$ cat src/rtl/qlm_pkg.sv
package qlm_pkg;

  // Strobes from the control section to the datapath.
  typedef struct packed {
    logic windowClose;   // tick: latch is examined and cleared this cycle
  } ctrlStrobes_t;

  // Activity status from the datapath to the control section.
  typedef struct packed {
    logic edgeNow;       // synchronized edge detected this cycle
    logic edgeLatched;   // edge seen earlier in the current window
  } dpStatus_t;

endpackage

$ cat src/rtl/qlm_datapath.sv
module qlm_datapath
  import qlm_pkg::*;
#(
  parameter int SYNC_STAGES = 2
) (
  input  logic         refClk,
  input  logic         rstN,
  input  logic         serialIn,
  input  ctrlStrobes_t strobes,
  output dpStatus_t    status
);

  localparam int LAST_STAGE = SYNC_STAGES - 1;

  logic [LAST_STAGE:0] syncChain;
  logic                prevLevel;
  logic                edgeSeen;
  logic                edgeNow;

  // Synchronizer chain. Stage 0 samples the asynchronous line.
  generate
    for (genvar s = 0; s < SYNC_STAGES; s++) begin : g_sync
      if (s == 0) begin : g_first
        always_ff @(posedge refClk or negedge rstN) begin
          if (!rstN) syncChain[0] <= 1'b0;
          else       syncChain[0] <= serialIn;
        end
      end else begin : g_rest
        always_ff @(posedge refClk or negedge rstN) begin
          if (!rstN) syncChain[s] <= 1'b0;
          else       syncChain[s] <= syncChain[s-1];
        end
      end
    end
  endgenerate

  // Edge detector: either polarity counts.
  always_ff @(posedge refClk or negedge rstN) begin
    if (!rstN) prevLevel <= 1'b0;
    else       prevLevel <= syncChain[LAST_STAGE];
  end

  assign edgeNow = syncChain[LAST_STAGE] ^ prevLevel;

  // Sticky activity latch, cleared at each window close.
  // An edge that lands on the tick cycle is reported through edgeNow,
  // so clearing the latch on that cycle loses nothing.
  always_ff @(posedge refClk or negedge rstN) begin
    if (!rstN)                    edgeSeen <= 1'b0;
    else if (strobes.windowClose) edgeSeen <= 1'b0;
    else if (edgeNow)             edgeSeen <= 1'b1;
  end

  assign status.edgeNow     = edgeNow;
  assign status.edgeLatched = edgeSeen;

endmodule

$ cat src/rtl/qlm_control.sv
module qlm_control
  import qlm_pkg::*;
#(
  parameter int TICK_CYCLES     = 71,
  parameter int QUIET_INTERVALS = 1
) (
  input  logic         refClk,
  input  logic         rstN,
  input  dpStatus_t    status,
  output ctrlStrobes_t strobes,
  output logic         lossFlag
);

  localparam int CNT_W   = (TICK_CYCLES > 1) ? $clog2(TICK_CYCLES) : 1;
  localparam int QUIET_W = $clog2(QUIET_INTERVALS + 1);
  localparam logic [CNT_W-1:0]   CNT_LAST  = CNT_W'(TICK_CYCLES - 1);
  localparam logic [QUIET_W-1:0] QUIET_MAX = QUIET_W'(QUIET_INTERVALS);

  logic [CNT_W-1:0]   preCount;
  logic [QUIET_W-1:0] quietRun;
  logic [QUIET_W-1:0] quietNext;
  logic               tick;
  logic               activity;
  logic               flagReg;

  // Prescaler: one tick every TICK_CYCLES reference cycles.
  assign tick = (preCount == CNT_LAST);

  always_ff @(posedge refClk or negedge rstN) begin
    if (!rstN)     preCount <= '0;
    else if (tick) preCount <= '0;
    else           preCount <= preCount + 1'b1;
  end

  assign activity  = status.edgeNow | status.edgeLatched;
  assign quietNext = (quietRun == QUIET_MAX) ? quietRun : quietRun + 1'b1;

  // Count consecutive silent windows. The flag follows the count.
  always_ff @(posedge refClk or negedge rstN) begin
    if (!rstN) begin
      quietRun <= '0;
      flagReg  <= 1'b0;
    end else if (tick) begin
      if (activity) begin
        quietRun <= '0;
        flagReg  <= 1'b0;
      end else begin
        quietRun <= quietNext;
        flagReg  <= (quietNext == QUIET_MAX);
      end
    end
  end

  assign strobes.windowClose = tick;
  assign lossFlag            = flagReg;

endmodule

$ cat src/rtl/quiet_line_monitor.sv
module quiet_line_monitor
  import qlm_pkg::*;
#(
  parameter int TICK_CYCLES     = 71,
  parameter int QUIET_INTERVALS = 1,
  parameter int SYNC_STAGES     = 2
) (
  input  logic refClk,
  input  logic rstN,
  input  logic serialIn,
  output logic lossFlag
);

  ctrlStrobes_t strobes;
  dpStatus_t    status;
  logic         tickW;
  logic         activityW;

  qlm_datapath #(
    .SYNC_STAGES (SYNC_STAGES)
  ) dp_i (
    .refClk   (refClk),
    .rstN     (rstN),
    .serialIn (serialIn),
    .strobes  (strobes),
    .status   (status)
  );

  qlm_control #(
    .TICK_CYCLES     (TICK_CYCLES),
    .QUIET_INTERVALS (QUIET_INTERVALS)
  ) ctl_i (
    .refClk   (refClk),
    .rstN     (rstN),
    .status   (status),
    .strobes  (strobes),
    .lossFlag (lossFlag)
  );

  // Plain nets for the bound checker.
  assign tickW     = strobes.windowClose;
  assign activityW = status.edgeNow | status.edgeLatched;

endmodule

$ cat config.mk
export PLATFORM = sky130hd
export DESIGN_NAME = quiet_line_monitor
export DESIGN_NICKNAME = d
export VERILOG_FILES = /design/src/rtl/qlm_pkg.sv /design/src/rtl/qlm_datapath.sv /design/src/rtl/qlm_control.sv /design/src/rtl/quiet_line_monitor.sv
export SDC_FILE = /design/constraint.sdc
export NUM_CORES = 1
export LEC_CHECK = 0
export BUFFER_PORTS_ARGS = -buffer_cell sky130_fd_sc_hd__buf_4
export CAP_MARGIN = 20
export CORE_AREA = 2 2 39 41
export DETAILED_ROUTE_END_ITERATION = 16
export DIE_AREA = 0 0 41 43
export MAX_ROUTING_LAYER = met4
export SYNTH_ARGS = -nofsm -noshare
export SYNTH_HDL_FRONTEND = slang
export SYNTH_SLANG_ARGS = --single-unit
export TNS_END_PERCENT = 1
$ cat constraint.sdc
create_clock -name refClk -period 1.22 [get_ports refClk]
set_input_delay 0.122 -clock refClk [delete_from_list [all_inputs] [get_ports refClk]]
set_output_delay 0.122 -clock refClk [all_outputs]
set_load 0.1 [all_outputs]
==> flow_summary_export.csv, run 1 <==
group,metric,value,unit
yosys,ys_ff_latch,12,
yosys,synth_top_family_by_area,"simple AND/OR/NAND/NOR gates",
floorplan,num_rows,14,
cts,numCtsBuffers,3,
place,place.port_buffers,3,
yosys,ys_seq_area_share,62.8,%
min_path,holdCritPathClass,"primary input to asynchronous set/reset pin",
worst_setup_path,reg2reg_slack,-70,ps
grt,grt.busiest_layer,"met2",
yosys,synth_cells,37,
yosys,yosys_warnings,0,
timing,finalWorstSetupSlack,-73.3,ps
cells_and_area,stdcell_area,616,um2
grt,use_met1,14.2,%
timing,grt_setup_unrepaired,"yes",
yosys,post-synth-top-area-cell,"dfrtp_1",
power_and_ir_drop,p_seq_share,61.1,%
grt,grt_pass1_vias,314,
yosys,synthTopCellsByCount,"dfrtp_1 (12), nor2_1 (6), nand3_1 (3), xnor2_1 (3)",
drt,avgViaCountPerCell,4.63,
yosys,synth_edf_count,0,
yosys,yosys_most_used_dff,"dfrtp_1",
floorplan,ios,4,
yosys,synth_nets,42,
drt,drtIter0Drc,2,
power_and_ir_drop,irDropWorstVdd,502,uV
drt,num_vias,310,
grt,grt_first_pass_wirelength,1.35,mm
timing,max_freq,773,MHz
power_and_ir_drop,pwr-share-clk,36.0,%
cells_and_area,nets,58,
yosys,yosysMostFrequentCell,"dfrtp_1",
grt,use_met2,17.8,%
timing,hold_viol_final,0,
grt,grt_overflow,0,
yosys,yosys-top-cells-area,"dfrtp_1 (63%), xnor2_1 (5.5%), ha_1 (5.2%), nor2_1 (4.7%), xor2_1 (3.7%)",
place,dpl.hpwl,587,um
yosys,synth-compound-area-share,1.31,%
yosys,synthMuxAreaShare,3.14,%
cts,path_clk_slew,70,ps
yosys,syn_area,478,um2
cells_and_area,antenna_cells,0,
grt,grt_use_total,13.2,%
worst_setup_path,crit_path_start_kind,"flop",
timing,slew_violations,0,
yosys,synthSimpleGateAreaFrac,15.2,%
cells_and_area,fill_cells,137,
floorplan,die_h,43,um
power_and_ir_drop,combinationalPowerShare,2.8,%
power_and_ir_drop,switchingPower,0.000136,W
power_and_ir_drop,p_int,0.000526,W
yosys,syn_area_per_cell,12.9,um2
worst_setup_path,worst_ep_required_time,1380,ps
cts,cts_tree,"yes",
yosys,synth_cell_types,14,
timing,min_period,1290,ps
worst_setup_path,endpoint_kind,"flop",
floorplan,die_area,1760,um2
timing,setup_viol,2,
timing,finalCritPeriodShare,106,%
grt,use_met3,4.71,%
place,placed_area,554,um2
cts,ctsRootBufferMaster,"clkbuf_4",
drt,wl_per_cell,12.1,um
grt,grt_max_degree,13,
outcome,outcome,"complete, but fails checks",
floorplan,core_area,1380,um2
yosys,synth_adder_area_share,5.24,%
worst_setup_path,worst-path-max-fanout,2,
power_and_ir_drop,p_leak,0.299,nW
job,cap_violations,0,
floorplan,die_w,41,um
power_and_ir_drop,pwr_density_cell,1080,nW/um2
drt,drt_pass1_iterations,2,
timing,slew_headroom,81.7,%
drt,drtAntennaViolNets,0,
place,gp_congestion,0.744,
yosys,synth-xor-area-share,9.16,%
drt,wl,809,um
cts,clockBufferDepth,2,
grt,antenna_found_initial,0,
cells_and_area,finish.utilization,44.5,%
timing,skew,3.51,ps
cells_and_area,drive_gt1_share,31.4,%
worst_setup_path,crit_arrival,1450,ps
cts,clock_latency,270,ps
power_and_ir_drop,swShare,20.5,%
timing,tightest_slew,276,ps
yosys,synth_top_area_share,62.8,%
drt,drc,0,
worst_setup_path,worstSetupPathType,"flop to flop",
outcome,violations,"setup timing",
cells_and_area,syn2layout_area_growth,28.8,%
cts,cts_sinks,12,
cts,htree_levels,1,
yosys,async_flop_share,100,%
floorplan,initial_core_util,34.5,%
-- routing by layer --
layer	share of wire, %	routed length (um)
met3	3.1	25
met2	49	395
met1	44	352
met4	4.3	35
met5	0	0
-- placed cells by master, fill, tap and decap left out --
cell type,instances
inv_1,1
dfrtp_1,12
xnor2_1,3
dlygate4sd3_1,2
clkbuf_4,3
ha_1,2
xor2_1,2
buf_4,10
and3_1,2
nor2_1,6
a31oi_1,1
nor3_2,1
mux2_4,1
and4_1,1
nand3_1,3
nor4b_2,1
-- stage by stage --
step	setup slack (ps)	setup TNS [ps]	power [W]	hold WS, ps	std cells
3_5_place_dp	-114	-160	0.000428	-31.7	61
4_1_cts	-94.9	-151	0.000675	222	67
5_1_grt	-132	-451	0.000700	226	67
3_3_place_gp	-60.4	-60.4	0.000427	-33.5	61
6_report	-73.3	-108	0.000662	217	67
2_1_floorplan	-121	-121	0.000414	-174	37
-- power groups by stage --
| stage | clock network, W | registers [W] | logic (W) |
|---|---|---|---|
| 2_1_floorplan | 0 | 0.000412 | 0.00000202 |
| 3_3_place_gp | 0 | 0.000412 | 0.0000145 |
| 3_5_place_dp | 0 | 0.000413 | 0.0000146 |
| 4_1_cts | 0.000250 | 0.000405 | 0.0000197 |
| 5_1_grt | 0.000272 | 0.000406 | 0.0000219 |
| 6_report | 0.000239 | 0.000405 | 0.0000186 |
-- cell families (layout without fill, tap and decap cells) --
family / Yosys count / in the layout
AO/OA/AOI/OAI: 1 / 1
XOR/XNOR: 5 / 5
adder cells (fa/ha/maj): 2 / 2
buffers and inverters: 2 / 16
flip-flops: 12 / 12
multiplexers: 1 / 1
AND/OR/NAND/NOR: 14 / 14
-- cell type report --
| cell class | count | area, um2 | share of cell area [%] |
|---|---|---|---|
| flip-flops and latches | 12 | 300 | 48.8 |
| multi-input cells | 23 | 174 | 28.3 |
| repair buffers | 12 | 95.1 | 15.4 |
| clock buffers | 3 | 22.5 | 3.66 |
| well taps | 16 | 20.0 | 3.25 |
| inverters | 1 | 3.75 | 0.610 |
-- timing repair --
action                     CTS  global route
pin swaps                    2             2
buffers inserted             1             0
hold endpoints to repair    13             0
gates resized for setup      1             1
cloned                       0             0
hold buffers                 2             0
setup endpoints to repair    7             7
-- critical path, stage by stage, from the launching register on --
cell     delay, ps
dfrtp_1        390
nor4b_2        260
and3_1         230
mux2_4         310
-- path summary, 6_finish.rpt --
check	to	from	cells after the start
setup / recovery	ctl_i.lossFlag	ctl_i.preCount[4]	3
setup reg to reg	ctl_i.lossFlag	ctl_i.preCount[4]	3
hold reg to reg	dp_i.syncChain[1]	dp_i.syncChain[0]	0
hold / removal	dp_i.prevLevel	rstN	2
min in group refClk	dp_i.syncChain[1]	dp_i.syncChain[0]	0
max in group asynchronous	ctl_i.preCount[2]	rstN	2
-- registers in the layout, summed over array words and instances, names as in the netlist --
signal / flops
dp_i.syncChain: 2
ctl_i.preCount: 7
dp_i.edgeSeen: 1
ctl_i.lossFlag: 1
dp_i.prevLevel: 1
Power figures use the tool's default switching activity.
==> run 2, diff against run 1 <==
Settings changed: CORE_AREA 2 2 39 41 to unset, CORE_ASPECT_RATIO set to 1.5, CORE_UTILIZATION set to 24, DIE_AREA 0 0 41 43 to unset, SETUP_SLACK_MARGIN set to 0.1.
==> run 2 against run 1 <==
  * The run still ends with setup timing left
  * Sequential power hardly changed
  * Routed wire length is 0.25% higher
  * Critical path depth stayed put
  * Final area is 2.4% higher
  * First-iteration DRC count is 50% higher
  * Non-clock buffer count is 2 lower
  * Die area is 24% higher
  * Critical path type unchanged
  * Core utilization is 10 points lower
  * Flip-flop and latch count stayed put
  * Worst setup slack better by 17 ps
  * Via count is 0.65% lower
==> flow_summary_export.csv, run 2 (synthesis gave the netlist of run 1 again) <==
group,metric,value,unit
worst_setup_path,worst_r2r_path_depth,3,
timing,slew_violations,0,
worst_setup_path,rr_startpoint,"ctl_i.preCount[3]",
worst_setup_path,crit_path_start_kind,"flop",
job,cap_violations,0,
grt,grt_overflow,0,
timing,tightest_slew,279,ps
power_and_ir_drop,pwr-share-clk,42.7,%
cells_and_area,layout_commonest_cell,"dfrtp_1",
timing,finalCritPeriodShare,105,%
cts,htree_levels,1,
worst_setup_path,cp_slowest_cell,"dfrtp_1",
cts,cts_tree,"yes",
min_path,holdCritPathClass,"primary input to asynchronous set/reset pin",
timing,min_period,1280,ps
worst_setup_path,reg2reg_slack,-60,ps
cts,cts_sinks,12,
power_and_ir_drop,p_leak,0.289,nW
worst_setup_path,worstSetupPathType,"flop to flop",
timing,max_freq,784,MHz
cells_and_area,syn2layout_area_growth,31.9,%
cells_and_area,largest_reg_flops,7,
grt,antenna_found_initial,0,
power_and_ir_drop,swShare,19.7,%
drt,wl_per_cell,11.4,um
outcome,outcome,"complete, but fails checks",
power_and_ir_drop,pwr_density_cell,1170,nW/um2
cts,path_clk_slew,80,ps
power_and_ir_drop,p_seq_share,54.7,%
drt,num_vias,308,
cells_and_area,drive_gt1_share,36.0,%
drt,drtIter0Drc,3,
floorplan,die_area,2180,um2
worst_setup_path,r2r-end,"ctl_i.lossFlag",
timing,final.setup.tns,-55.9,ps
floorplan,ios,4,
grt,grt_pass1_vias,367,
cells_and_area,final_cell_mix,"dfrtp_1 (12), buf_4 (8), nor2_1 (6)",
worst_setup_path,cp_top_family,"simple AND/OR/NAND/NOR gates",
worst_setup_path,max_stage_delay,390,ps
timing,setup_viol,1,
power_and_ir_drop,combinationalPowerShare,2.6,%
cts,cts_setup_buffers,0,
floorplan,initial_core_util,25.8,%
worst_setup_path,worst-path-max-fanout,2,
floorplan,die_h,56.7,um
grt,grt_max_degree,13,
drt,drt_pass1_iterations,2,
cells_and_area,antenna_cells,0,
grt,grt_first_pass_wirelength,1.57,mm
timing,slew_headroom,81.6,%
place,gp_congestion,0.736,
place,placed_area,553,um2
place,place.port_buffers,3,
worst_setup_path,crit_arrival,1440,ps
cells_and_area,regMostFlops,"ctl_i.preCount",
worst_setup_path,worst_ep_required_time,1390,ps
drt,drc,0,
worst_setup_path,path_buf_inv,0,
cells_and_area,largestRegisters,"ctl_i.preCount x7, dp_i.syncChain x2",
place,dpl.hpwl,607,um
cts,numCtsBuffers,3,
cts,clock_latency,270,ps
place,dp_slack,-88.1,ps
cts,clockBufferDepth,2,
drt,avgViaCountPerCell,4.34,
floorplan,num_rows,19,
timing,hold_viol_final,0,
power_and_ir_drop,p_int,0.000594,W
grt,grt_use_total,10.6,%
timing,skew,3.21,ps
cts,ctsRootBufferMaster,"clkbuf_4",
worst_setup_path,crit_chain,"nor4b_2, and3_4, mux2_4",
floorplan,core_area,1850,um2
drt,drtAntennaViolNets,0,
drt,wl,811,um
worst_setup_path,endpoint_kind,"flop",
cells_and_area,stdcell_area,631,um2
worst_setup_path,startpoint,"ctl_i.preCount[3]",
outcome,violations,"setup timing",
timing,hold_slack,217,ps
timing,grt_setup_unrepaired,"yes",
floorplan,die_w,38.4,um
power_and_ir_drop,switchingPower,0.000145,W
timing,finalWorstSetupSlack,-55.9,ps
power_and_ir_drop,irDropWorstVdd,500,uV
cells_and_area,nets,56,
[run 2: cell count changes in the layout (fill, tap and decap cells not counted)]
cell	delta
clkbuf_8	+1
and3_4	+1
ha_1	-2
ha_2	+2
buf_4	-2
and3_1	-1
[run 2: layout make-up]
| type | instances | area, um2 |
|---|---|---|
| fillers | 195 | 1220 |
| flip-flops and latches | 12 | 300 |
| repair buffers | 10 | 80.1 |
| inverters | 1 | 3.75 |
| clock buffers | 4 | 36.3 |
| multi-input cells | 23 | 184 |
| well taps | 21 | 26.3 |
[run 2: metrics by stage]
step                      std cells  power, W  util, %
after floorplan                  37  0.000414        -
after global placement           65  0.000427     29.8
after detailed placement         65  0.000427     29.8
after CTS                        71  0.000745     34.0
after global routing             71  0.000765     34.0
final                            71  0.000739     34.0
[run 2: worst register-to-register path, cell delays in order (launching register included)]
cell and delay, ps:
dfrtp_1 390, nor4b_2 260, and3_4 220, mux2_4 290
[run 2: worst max path at each step]
stage / endpoint / slack, ps / cells after the start
finish: ctl_i.lossFlag / -60 / 3
global route: ctl_i.lossFlag / -90 / 3
CTS: ctl_i.lossFlag / -70 / 3
detailed placement: ctl_i.lossFlag / -90 / 3
global placement: ctl_i.lossFlag / -60 / 3
floorplan: ctl_i.lossFlag / -120 / 4
[run 2: repair_timing]
item / in CTS / in global routing
endpoints found under the setup margin: 7 / 7
pin swaps: 2 / 0
hold endpoints to repair: 13 / 0
gates resized for setup: 5 / 0
hold buffers: 2 / 0
[run 2: power groups by stage]
stage          Clock (W)  Sequential [W]  Combinational (W)
2_1_floorplan          0        0.000412         0.00000202
3_3_place_gp           0        0.000412          0.0000147
3_5_place_dp           0        0.000413          0.0000147
4_1_cts         0.000321        0.000405          0.0000197
5_1_grt         0.000337        0.000405          0.0000227
6_report        0.000316        0.000405          0.0000190
[run 2: metal layers]
layer	GRT usage, %	share of wire [%]	vias to the layer above
met4	7.39	2.7	0
met2	15.7	54	5
met3	2.37	1.4	2
met1	12.3	42	152
li1	-	-	149
met5	-	0	-
==> run 3, diff against run 2 <==
Settings changed: SETUP_SLACK_MARGIN 0.1 to unset.
==> run 3 against run 2 <==
  * The flow still finishes with violations (setup timing)
  * Die area unchanged
  * Count of clock-buffer cells in the layout unchanged
  * Global-route usage down 0.079 points
  * Largest cell class unchanged
  * Highest routed layer unchanged
==> flow_summary_export.csv, run 3 (synthesis gave the netlist of run 1 again) <==
group,metric,value,unit
drt,drtIter0Drc,4,
drt,wl_per_cell,11.4,um
grt,grt_overflow,0,
cts,cts_tree,"yes",
worst_setup_path,crit_arrival,1450,ps
place,place_inst,65,
floorplan,die_w,38.4,um
power_and_ir_drop,p_leak,0.291,nW
cells_and_area,fill_cells,197,
timing,slew_violations,0,
cts,cts_setup_buffers,0,
power_and_ir_drop,irDropWorstVdd,521,uV
worst_setup_path,worst_r2r_path_depth,3,
worst_setup_path,startpoint,"ctl_i.preCount[3]",
timing,max_freq,781,MHz
worst_setup_path,r2r-end,"ctl_i.lossFlag",
floorplan,ios,4,
cells_and_area,layout_commonest_cell,"dfrtp_1",
worst_setup_path,max_stage_delay,390,ps
cells_and_area,largestRegisters,"ctl_i.preCount x7, dp_i.syncChain x2",
grt,antenna_found_initial,0,
drt,drtAntennaViolNets,0,
outcome,violations,"setup timing",
worst_setup_path,worst-path-max-fanout,2,
cells_and_area,final_cell_mix,"dfrtp_1 (12), buf_4 (8), nor2_1 (6)",
cts,clock_latency,280,ps
cells_and_area,largest_reg_flops,7,
cts,cts_sinks,12,
worst_setup_path,worst_ep_required_time,1390,ps
cts,ctsRootBufferMaster,"clkbuf_4",
place,gp_congestion,0.736,
cts,numCtsBuffers,3,
timing,hold_viol_final,0,
cells_and_area,seqCellArea,300,um2
worst_setup_path,endpoint_kind,"flop",
worst_setup_path,worstSetupPathType,"flop to flop",
grt,grt_use_total,10.6,%
worst_setup_path,cp_slowest_cell,"dfrtp_1",
cells_and_area,drive_gt1_share,34.0,%
timing,tightest_slew,279,ps
timing,finalWorstSetupSlack,-60.8,ps
cts,path_clk_slew,80,ps
power_and_ir_drop,pwr_density_cell,1180,nW/um2
worst_setup_path,crit_chain,"nor4b_2, and3_1, mux2_4",
grt,grt_first_pass_wirelength,1.55,mm
place,placed_area,553,um2
timing,min_period,1280,ps
cts,htree_levels,1,
floorplan,die_h,56.7,um
cells_and_area,nets,56,
floorplan,core_area,1850,um2
cts,clockBufferDepth,2,
timing,setup_viol,1,
job,cap_violations,0,
floorplan,num_rows,19,
drt,avgViaCountPerCell,4.31,
cells_and_area,multi_input_area,179,um2
outcome,outcome,"complete, but fails checks",
cells_and_area,syn2layout_area_growth,30.9,%
drt,drc,0,
timing,skew,3.51,ps
cells_and_area,regMostFlops,"ctl_i.preCount",
grt,grt_max_degree,13,
timing,finalCritPeriodShare,105,%
cells_and_area,antenna_cells,0,
place,dpl.hpwl,607,um
cells_and_area,layoutNonFillerInstCount,71,
worst_setup_path,rr_startpoint,"ctl_i.preCount[3]",
timing,slew_headroom,81.6,%
floorplan,initial_core_util,25.8,%
floorplan,die_area,2180,um2
worst_setup_path,crit_path_start_kind,"flop",
drt,drt_pass1_iterations,2,
worst_setup_path,reg2reg_slack,-60,ps
min_path,holdCritPathClass,"primary input to asynchronous set/reset pin",
drt,wl,810,um
cells_and_area,stdcell_area,626,um2
timing,grt_setup_unrepaired,"yes",
drt,num_vias,306,
place,place.port_buffers,3,
grt,grt_pass1_vias,367,
==> run 3: cell counts in the layout (fill, tap and decap cells not counted) <==
No cell type changed its count.
==> run 3: what timing repair did <==
item,in CTS,in global routing
endpoints found under the setup margin,3,6
hold buffers,2,0
pin swaps,2,1
endpoints found under the hold margin,13,0
resized for setup,2,2
==> run 3: worst max path at each step <==
| stage | to | slack [ps] | cells past startpoint |
|---|---|---|---|
| global route | ctl_i.lossFlag | -90 | 3 |
| global placement | ctl_i.lossFlag | -60 | 3 |
| CTS | ctl_i.lossFlag | -80 | 3 |
| floorplan | ctl_i.lossFlag | -120 | 4 |
| detailed placement | ctl_i.lossFlag | -90 | 3 |
| finish | ctl_i.lossFlag | -60 | 3 |
==> run 3: area by class of cell <==
type                       count  area share [%]
inverter                       1           0.600
sequential                    12            48.0
tap                           21            4.20
clock buffer                   4            5.80
timing repair buffer          10            12.8
multi-input combinational     23            28.6
==> run 3: metal layers <==
metal	GRT usage, %	wire length (um)	up-vias
met5	-	0	-
met4	7.39	22	0
li1	-	-	149
met3	2.37	11	2
met1	12.3	339	150
met2	15.5	436	5
==> run 3: per-stage QoR <==
stage          hold WS [ps]  setup TNS, ps  power, W  utilization [%]  setup slack [ps]
2_1_floorplan          -174           -121  0.000414                -              -121
3_3_place_gp          -33.2          -61.5  0.000427             29.8             -61.5
3_5_place_dp          -32.5          -92.9  0.000427             29.8             -88.1
4_1_cts                 213          -78.0  0.000745             33.5             -78.0
5_1_grt                 243           -139  0.000765             33.7             -90.0
6_report                216          -60.8  0.000739             33.7             -60.8
==> run 3: power by group <==
group	switching (W)	total (W)	internal, W
Combinational	0.00000934	0.0000190	0.00000968
Clock	0.000134	0.000316	0.000182
Sequential	0.00000220	0.000405	0.000402
Total	0.000146	0.000739	0.000594
==> run 3: worst max-delay path: cells and delay by family (launching register included) <==
| kind | cells | cell delay [ps] |
|---|---|---|
| mux | 1 | 310 |
| simple gates | 2 | 480 |
| flops | 1 | 390 |
